**config.mk**
```make
export PLATFORM = sky130hd
export DESIGN_NAME = repl_reg_bank
export DESIGN_NICKNAME = d
export VERILOG_FILES = /design/src/rtl/repl_pkg.sv /design/src/rtl/repl_steer.sv /design/src/rtl/repl_store.sv /design/src/rtl/repl_rdmux.sv /design/src/rtl/repl_reg_bank.sv
export SDC_FILE = /design/constraint.sdc
export NUM_CORES = 1
export LEC_CHECK = 0
export ABC_AREA = 1
export BUFFER_PORTS_ARGS = -buffer_cell sky130_fd_sc_hd__buf_2
export CORE_UTILIZATION = 35
export DETAILED_ROUTE_END_ITERATION = 6
export MAX_ROUTING_LAYER = met4
export PLACE_DENSITY = 0.47
export SYNTH_ARGS = -nofsm -noshare
export SYNTH_HDL_FRONTEND = slang
export SYNTH_SLANG_ARGS = --single-unit
```
**constraint.sdc**
```tcl
create_clock -name clk -period 3.2 [get_ports clk]
set_clock_uncertainty 0.2 [all_clocks]
set_input_delay 0.8 -clock clk [delete_from_list [all_inputs] [get_ports clk]]
set_output_delay 0.8 -clock clk [all_outputs]
set_load 0.02 [all_outputs]
```
**src/rtl/repl_pkg.sv**
```systemverilog
package repl_pkg;
    // Selector field widths and bit positions in the selector word
    localparam int SEL_GRP_W  = 4;
    localparam int SEL_INST_W = 4;
    localparam int INST_LSB   = 0;
    localparam int GRP_LSB    = 8;
    localparam int MCAST_BIT  = 16;

    typedef struct packed {
        logic                  mcast;
        logic [SEL_GRP_W-1:0]  grp;
        logic [SEL_INST_W-1:0] inst;
    } sel_t;

    localparam sel_t SEL_RESET = '{mcast: 1'b1, grp: '0, inst: '0};
endpackage

```
**src/rtl/repl_steer.sv**
```systemverilog
module repl_steer
    import repl_pkg::*;
#(
    parameter int GROUPS = 4,
    parameter int INSTS  = 4,
    localparam int CELLS = GROUPS * INSTS,
    localparam int IW    = (CELLS > 1) ? $clog2(CELLS) : 1
) (
    input  sel_t             sel,
    input  logic [CELLS-1:0] avail,
    output logic [IW-1:0]    idx,
    output logic             ok
);
    logic grp_in, inst_in;
    int   idx_full;

    always_comb begin
        grp_in   = int'(sel.grp) < GROUPS;
        inst_in  = int'(sel.inst) < INSTS;
        idx_full = int'(sel.grp) * INSTS + int'(sel.inst);
        idx      = grp_in && inst_in ? IW'(idx_full) : '0;
        ok       = grp_in && inst_in && avail[idx];
    end
endmodule

```
**src/rtl/repl_store.sv**
```systemverilog
module repl_store #(
    parameter int CELLS = 16,
    parameter int DW    = 32,
    localparam int IW   = (CELLS > 1) ? $clog2(CELLS) : 1
) (
    input  logic                clk,
    input  logic                rst_n,
    input  logic                wr_all,
    input  logic                wr_one,
    input  logic [IW-1:0]       idx,
    input  logic [DW-1:0]       wdata,
    output logic [CELLS*DW-1:0] cells
);
    for (genvar c = 0; c < CELLS; c++) begin : g_cell
        logic [DW-1:0] cell_d, cell_q;

        always_comb begin
            cell_d = cell_q;
            if (wr_all || (wr_one && idx == IW'(c))) begin
                cell_d = wdata;
            end
        end

        always_ff @(posedge clk) begin
            if (!rst_n) begin
                cell_q <= '0;
            end else begin
                cell_q <= cell_d;
            end
        end

        assign cells[c*DW +: DW] = cell_q;
    end
endmodule

```
**src/rtl/repl_rdmux.sv**
```systemverilog
module repl_rdmux #(
    parameter int CELLS = 16,
    parameter int DW    = 32,
    localparam int IW   = (CELLS > 1) ? $clog2(CELLS) : 1
) (
    input  logic [CELLS*DW-1:0] cells,
    input  logic [IW-1:0]       idx,
    input  logic                ok,
    output logic [DW-1:0]       rd
);
    always_comb begin
        rd = '0;
        if (ok) begin
            rd = cells[idx*DW +: DW];
        end
    end
endmodule

```
**src/rtl/repl_reg_bank.sv**
```systemverilog
module repl_reg_bank
    import repl_pkg::*;
#(
    parameter int GROUPS            = 4,
    parameter int INSTS             = 4,
    parameter int DW                = 32,
    parameter int AW                = 8,
    parameter logic [AW-1:0] SEL_ADDR  = 8'h04,
    parameter logic [AW-1:0] DATA_ADDR = 8'h10,
    localparam int CELLS = GROUPS * INSTS,
    localparam int IW    = (CELLS > 1) ? $clog2(CELLS) : 1
) (
    input  logic             clk,
    input  logic             rst_n,
    input  logic [AW-1:0]    bus_addr,
    input  logic [DW-1:0]    bus_wdata,
    input  logic             bus_we,
    input  logic             bus_re,
    output logic [DW-1:0]    bus_rdata,
    input  logic [CELLS-1:0] avail_mask
);
    typedef struct packed {
        sel_t          sel;
        logic [DW-1:0] rdata;
    } state_t;

    state_t             st_d, st_q;
    logic               hit_sel, hit_data;
    logic               wr_all, wr_one;
    logic [IW-1:0]      tgt_idx;
    logic               tgt_ok;
    logic [CELLS*DW-1:0] cells;
    logic [DW-1:0]      cell_rd;
    logic [DW-1:0]      sel_word;

    repl_steer #(.GROUPS(GROUPS), .INSTS(INSTS)) u_steer (
        .sel   (st_q.sel),
        .avail (avail_mask),
        .idx   (tgt_idx),
        .ok    (tgt_ok)
    );

    repl_store #(.CELLS(CELLS), .DW(DW)) u_store (
        .clk    (clk),
        .rst_n  (rst_n),
        .wr_all (wr_all),
        .wr_one (wr_one),
        .idx    (tgt_idx),
        .wdata  (bus_wdata),
        .cells  (cells)
    );

    repl_rdmux #(.CELLS(CELLS), .DW(DW)) u_rdmux (
        .cells (cells),
        .idx   (tgt_idx),
        .ok    (tgt_ok),
        .rd    (cell_rd)
    );

    always_comb begin
        hit_sel  = bus_addr == SEL_ADDR;
        hit_data = bus_addr == DATA_ADDR;
        wr_all   = bus_we && hit_data && st_q.sel.mcast;
        wr_one   = bus_we && hit_data && !st_q.sel.mcast && tgt_ok;

        sel_word = '0;
        sel_word[INST_LSB +: SEL_INST_W] = st_q.sel.inst;
        sel_word[GRP_LSB +: SEL_GRP_W]   = st_q.sel.grp;
        sel_word[MCAST_BIT]              = st_q.sel.mcast;

        st_d = st_q;
        if (bus_we && hit_sel) begin
            st_d.sel.inst  = bus_wdata[INST_LSB +: SEL_INST_W];
            st_d.sel.grp   = bus_wdata[GRP_LSB +: SEL_GRP_W];
            st_d.sel.mcast = bus_wdata[MCAST_BIT];
        end
        if (bus_re) begin
            if (hit_sel) begin
                st_d.rdata = sel_word;
            end else if (hit_data) begin
                st_d.rdata = cell_rd;
            end else begin
                st_d.rdata = '0;
            end
        end
    end

    always_ff @(posedge clk) begin
        if (!rst_n) begin
            st_q.sel   <= SEL_RESET;
            st_q.rdata <= '0;
        end else begin
            st_q <= st_d;
        end
    end

    assign bus_rdata = st_q.rdata;
endmodule

```
* Yosys cells after proc, flatten, opt, wreduce, memory -nomap -nowiden
Cells that the tools add are included.
** Storage, ports and cells
- Bits in registers :: 553
- Bits of input ports :: 60
- Output and inout bits :: 32
- Logic and storage cells :: 89
** Operators by class
- Add/subtract/negate cells :: 1
- $lt $le $gt $ge :: 3
- Eq/ne operators :: 17
- Shift-type cells :: 1
- Muxes and demuxes :: 6
- Reduce and logical (&&, ||, !) cells :: 41
** Operators by type and width (count)
- 512-bit by 10-bit variable part select with 32-bit output :: 1
- 32-bit 2-to-1 mux :: 3
- 4-bit equality test (second input constant) :: 8
- 1-bit logical AND :: 23
- 4-bit by 3-bit equality test with 1-bit output (second input constant) :: 4
- 1-bit logical OR :: 16
- 4-bit by 2-bit equality test with 1-bit output (second input constant) :: 2
- 8-bit by 3-bit equality test with 1-bit output (second input constant) :: 1
- 8-bit by 5-bit equality test with 1-bit output (second input constant) :: 1
- 4-bit by 3-bit less-than comparator with 1-bit output (second input constant) :: 2
- 4-bit by 5-bit less-than comparator with 1-bit output (second input constant) :: 1
- 4-bit adder :: 1
- 1-bit binary-select mux with 4-bit select :: 1
- 4-bit by 1-bit equality test with 1-bit output (second input constant) :: 1
- 4-bit zero test :: 1
- 4-bit 2-to-1 mux :: 1
- 1-bit zero test :: 1
- 1-bit 2-to-1 mux :: 1

* Logic depth before layout (Yosys ltp)
- Depth in word-level cells :: 9
- Mapped depth :: 15
- Depth with buffers taken out :: 13

* Modules after synthesis
From an unflattened synthesis, not the netlist that was laid out.
** Unflattened totals
- Cell total of the unflattened synthesis :: 5075
- Area, all modules :: 30883.4 sq um
** By module, submodules not included
- repl_store :: times used 1, cells each 3272, area an instance 22213.8 sq um, seq. area each 10249.8 sq um
- repl_rdmux :: times used 1, cells each 1489, area an instance 6273.5 sq um, seq. area each 0.0 sq um
- repl_reg_bank :: times used 1, cells each 258, area an instance 2100.8 sq um, seq. area each 820.8 sq um
- repl_steer :: times used 1, cells each 56, area an instance 295.3 sq um, seq. area each 0.0 sq um

* Least setup slack after synthesis
OpenSTA, ideal clock, no wires.
- Path kind :: input -> register
- From :: in bus_addr[3]
- To :: reg u_store.g_cell[12].cell_q[16]
- Setup time :: 115 ps
- Data arrival time :: 2439 ps
- Required time :: 2885 ps
- Setup slack :: 446 ps
- Cell stages on the path :: 10
- Buffers on the path :: 2
- Cell sequence :: nor2_1 > nand3b_1 > nor4_2 > nand2_1 > nor2_2 > buf_4 > nand4_4 > buf_2 > a21oi_1 > nor2_1
** On the way
- Longest elaborated chain between the ends :: 6
- Elaborated cells between the ends (all ways) :: 7
- Classes of those cells :: eq/ne: 1; reduce/logical: 6
** RTL lines
- start, declared :: RTL line repl_reg_bank.sv:15 : input logic [AW-1:0] bus_addr,
- 8-bit by 5-bit equality test with 1-bit output * :: RTL line repl_reg_bank.sv:62 : hit_data = bus_addr == DATA_ADDR;
- 1-bit logical AND * :: RTL line repl_reg_bank.sv:63, repl_reg_bank.sv:64
- 1-bit logical AND (2 in a row) :: RTL line repl_reg_bank.sv:64 : wr_one = bus_we && hit_data && !st_q.sel.mcast && tgt_ok;
- 1-bit logical AND :: RTL line repl_store.sv:19 : if (wr_all || (wr_one && idx == IW'(c))) begin
- 1-bit logical OR * :: RTL line repl_store.sv:19
- end signal, assigned :: RTL line repl_store.sv:28 : cell_q <= cell_d;
- end, declared :: RTL line repl_store.sv:15 : logic [DW-1:0] cell_d, cell_q;
Mark *: on every way between the ends. The rest lies on a longest branch, timed or not.
A chain may end at the register's enable or synchronous reset.

* Final worst setup path
- From :: reg sel_word[2] (netlist name)
- To :: reg st_q (netlist bit bus_rdata[27])
** On the way
- Longest elaborated chain between the ends :: 9
- Elaborated cells between the ends (all ways) :: 11
- Classes of those cells :: add/sub: 1; order compare: 1; shift: 1; mux: 6; reduce/logical: 2
** RTL lines
- parallel branches: the longest is 6 deep, another holds 4-bit by 3-bit less-than comparator with 1-bit output
- 32-bit 2-to-1 mux * :: RTL line repl_rdmux.sv:13 : if (ok) begin
- 32-bit 2-to-1 mux * :: RTL line repl_reg_bank.sv:80 : end else if (hit_data) begin
- 32-bit 2-to-1 mux * :: RTL line repl_reg_bank.sv:78 : if (hit_sel) begin
- end signal, assigned :: RTL line repl_reg_bank.sv:93 : st_q <= st_d;
- end, declared :: RTL line repl_reg_bank.sv:27 : state_t st_d, st_q;
Every way passes the cells marked *. The select of a mux whose other input is x is not followed.

==> impl_results.md <==
* Outcome: finished clean
* Core area at 79500 µm²
* Post-route cell area at 32100 µm²
* Layout cell share with drive strength beyond 1 at 0.0797
* Crit path max fanout at 17
* # DRC at 0
* Hold Path Depth at 2
* Via density at 5.06
* Clock tree buffer depth at 3
* Ys async rst share at 0
* Post-Route WL at 101000 µm
* Row count at 103
* Area Overhead vs Synth at 13.6%
* R2R Setup Slk at 0.20 ns
* Syn nets at 4516
* Initial core utilization at 0.356
* Root Buffer: clkbuf_16
* Final nets at 4374
* Fin. Hold Viols at 0
* CP max-delay cell: inv_2
* Worst setup margin at 0.199 ns
* R2R depth at 12
* RSZ-0062 raised after global routing: false
* PortBufs at 91
* Setup Slack @ Placement at 0.235 ns
* Wire per inst at 18.6 µm
* Initial antenna violation count at 9
* Total GRT Usage at 0.248
* Drt initial violations at 2191
* Full die area at 82000 µm²
* First-pass detailed-route iteration total at 5
* Max IR drop VDD at 0.364 mV
* Worst Setup Path Type: flip-flop to flip-flop
* Final HPWL DP at 59100 µm
* Crit-path cells: ha_1, inv_1, nor2_1, inv_2, nand2_2, a21oi_2, nor2_8, nand2_1, buf_4, inv_2, nand2_1, a21oi_1
* Fillers at 8384
* Number of synthesized register bits at 553
* Post-CTS sizing at 0
* Mapped Area at 28300 µm²
* First-pass GRT wire length at 154000 µm
* Hold Path Sink: bus_rdata[17]$_SDFFE_PN0P_
* Maximum clock rate at 333 MHz
* Worst r2r src: sel_word[2]$_SDFFE_PN0P_
* Post-layout util at 0.404
* Hold_sp: bus_rdata[17]$_SDFFE_PN0P_
* Largest net degree at the start of global routing at 105
* Synth area leaders: dfxtp_1 (39%), a21oi_1 (11%), nand2_1 (11%)
* Crit. End Element: flip-flop
* Maxcap violations at 0
* Via count at 27400
* Syn avg cell area at 6.35 µm²
* Synth area leader: dfxtp_1
* Post-CTS setup buffers at 0
* Critical path buffer and inverter count at 4
* Count of final max-slew check failures at 0
* Post-synth EDFFs at 0
* Final period utilization at 0.938
* Fin crit period at 3.00 ns
* Setup violators final at 0
* Type of origin of the critical path: flip-flop
* Placer's final routability congestion estimate at 0.792
* Total CTS buffers at 68
* Ys flop type: dfxtp_1
* H-tree levels at 3
* Setup TNS at 0 ns
* Total power at 15400 µW
* CTS tree: yes
* Routed Antenna Nets at 0
* Boundary Pins at 92
* Die Wd at 286 µm
* Die H at 286 µm
* Total leakage power at 0.0155 µW
* Cell variety after synth at 33
* Worst-Margin Slew at 1.09 ns
* WP data required at 3.51 ns
* Rel. slew slack at 0.272
* Worst Hold Class: flip-flop to flip-flop
* Remaining global-route overflow at 0
* Seq/Total Area, Yosys at 0.391
* Cell area power density at 480 nW/µm²
* Synth top area share at 0.391
* Worst endpoint data arrival time at 3.31 ns
* Placed inst area at 29800 µm²
* Clock slew seen by the registers of the worst setup and hold paths at 0.05 ns
* Top Family by Delay on Critical Path: simple AND/OR/NAND/NOR gates
* Clock insertion delay at the later pin of the skew report at 0.60 ns
* Sinks on Clock Net at 553
* Vias in the first global route at 24600
* Yosys warns at 0
* Synthesized instance count at 4455
* Cts hold-fix bufs at 0
* Crit-path max cell delay at 0.39 ns
* Area occupied by multi-input gates at 13600 µm²
* Storage element area at 11100 µm²
* R2r endpoint: bus_rdata[27]$_SDFFE_PN0P_
worst min-delay path, delay by kind of cell (launching register included):
| family | cells | cell delay [ns] |
|---|---|---|
| AO/OA/AOI/OAI | 1 | 0.05 |
| AND/OR/NAND/NOR | 1 | 0.06 |
| flip-flops | 1 | 0.30 |
metrics by stage:
step / hold slack, ns / instances
CTS: 0.265 / 5415
finish: 0.264 / 5418
detailed placement: 0.256 / 5293
global placement: 0.254 / 5293
global route: 0.286 / 5418
floorplan: 0.282 / 4455
logic make-up after synthesis:
| family | after synthesis | synth area share |
|---|---|---|
| adders and majority gates | 1 | 0.000442 |
| buffers and inverters | 959 | 0.133 |
| and+or+nand+nor | 2078 | 0.312 |
| DFF | 553 | 0.391 |
| AOI/OAI and AO/OA | 864 | 0.163 |
layout make-up:
type / instances / share of cell area
diodes: 3 / 0.000234
clock buffers: 104 / 0.0635
clock inverters: 18 / 0.00763
inverters: 548 / 0.0642
multi-input cells: 2943 / 0.423
flip-flops and latches: 553 / 0.344
well taps: 1050 / 0.0409
repair buffers: 199 / 0.0564
report_power, final:
group / switching [µW] / total (µW) / internal (µW)
logic: 397 / 496 / 99.0
clock network: 3210 / 8030 / 4820
registers: 8.83 / 6910 / 6900
total: 3620 / 15400 / 11800
metal layers:
| layer | GRT usage | routed length, µm |
|---|---|---|
| met5 | - | 0 |
| met4 | 0.0734 | 2810 |
| met3 | 0.0333 | 4700 |
| met2 | 0.382 | 45000 |
| met1 | 0.338 | 48400 |
registers in the layout, indices dropped and copies added (netlist names):
name,flops
bus_rdata,32
sel_word,9
u_store.g_cell.cell_q,512
placed cells by master (no fill, tap or decap):
cell and n:
buf_8 1, nand3_4 2, buf_2 90, o21ai_0 58, diode_2 3, nor2_2 1, nand3b_1 1, clkinv_4 1
nand2_4 2, a21oi_2 1, nand3_1 545, buf_4 65, nor2_8 1, clkinv_2 8, nor4_4 1, buf_12 43
a21oi_1 649, nor4b_2 1, clkbuf_16 71, nor2_1 660, a22oi_1 74, o22ai_1 82, nand4_4 15, ha_1 1
inv_2 8, dfxtp_1 553, bufinv_16 5, nand2_1 819, nand2_2 4, or2_1 1, inv_16 1, nor2_4 8
nand3_2 1, inv_6 4, clkbuf_1 19, inv_1 539, clkbuf_8 14, nand4_1 16
cells in the mapped netlist, types with 2 or more instances:
cell and number:
nand2_2 4, buf_1 74, o21ai_0 58, nor2_1 663, dfxtp_1 553, nor2_2 4, inv_2 6, nand2_1 821
nor2_4 2, buf_2 90, clkbuf_1 241, nand4_2 5, nand4_1 16, o22ai_1 82, nand3_1 546, a22oi_1 74
a21oi_1 649, inv_1 540, nand4_4 10, buf_4 4
worst max-delay path by stage:
stage | slack (ns) | start | cells past startpoint | end
after floorplan | 0.45 | bus_addr[3] | 10 | u_store.g_cell[12].cell_q[16]$_SDFFE_PN0P_
after global placement | 0.25 | bus_addr[3] | 11 | u_store.g_cell[15].cell_q[20]$_SDFFE_PN0P_
after detailed placement | 0.23 | bus_addr[3] | 11 | u_store.g_cell[15].cell_q[24]$_SDFFE_PN0P_
after CTS | 0.23 | sel_word[2]$_SDFFE_PN0P_ | 12 | bus_rdata[27]$_SDFFE_PN0P_
after global routing | 0.03 | sel_word[2]$_SDFFE_PN0P_ | 13 | bus_rdata[30]$_SDFFE_PN0P_
final | 0.20 | sel_word[2]$_SDFFE_PN0P_ | 12 | bus_rdata[27]$_SDFFE_PN0P_
No activity file was read; power rests on OpenSTA's default activity.
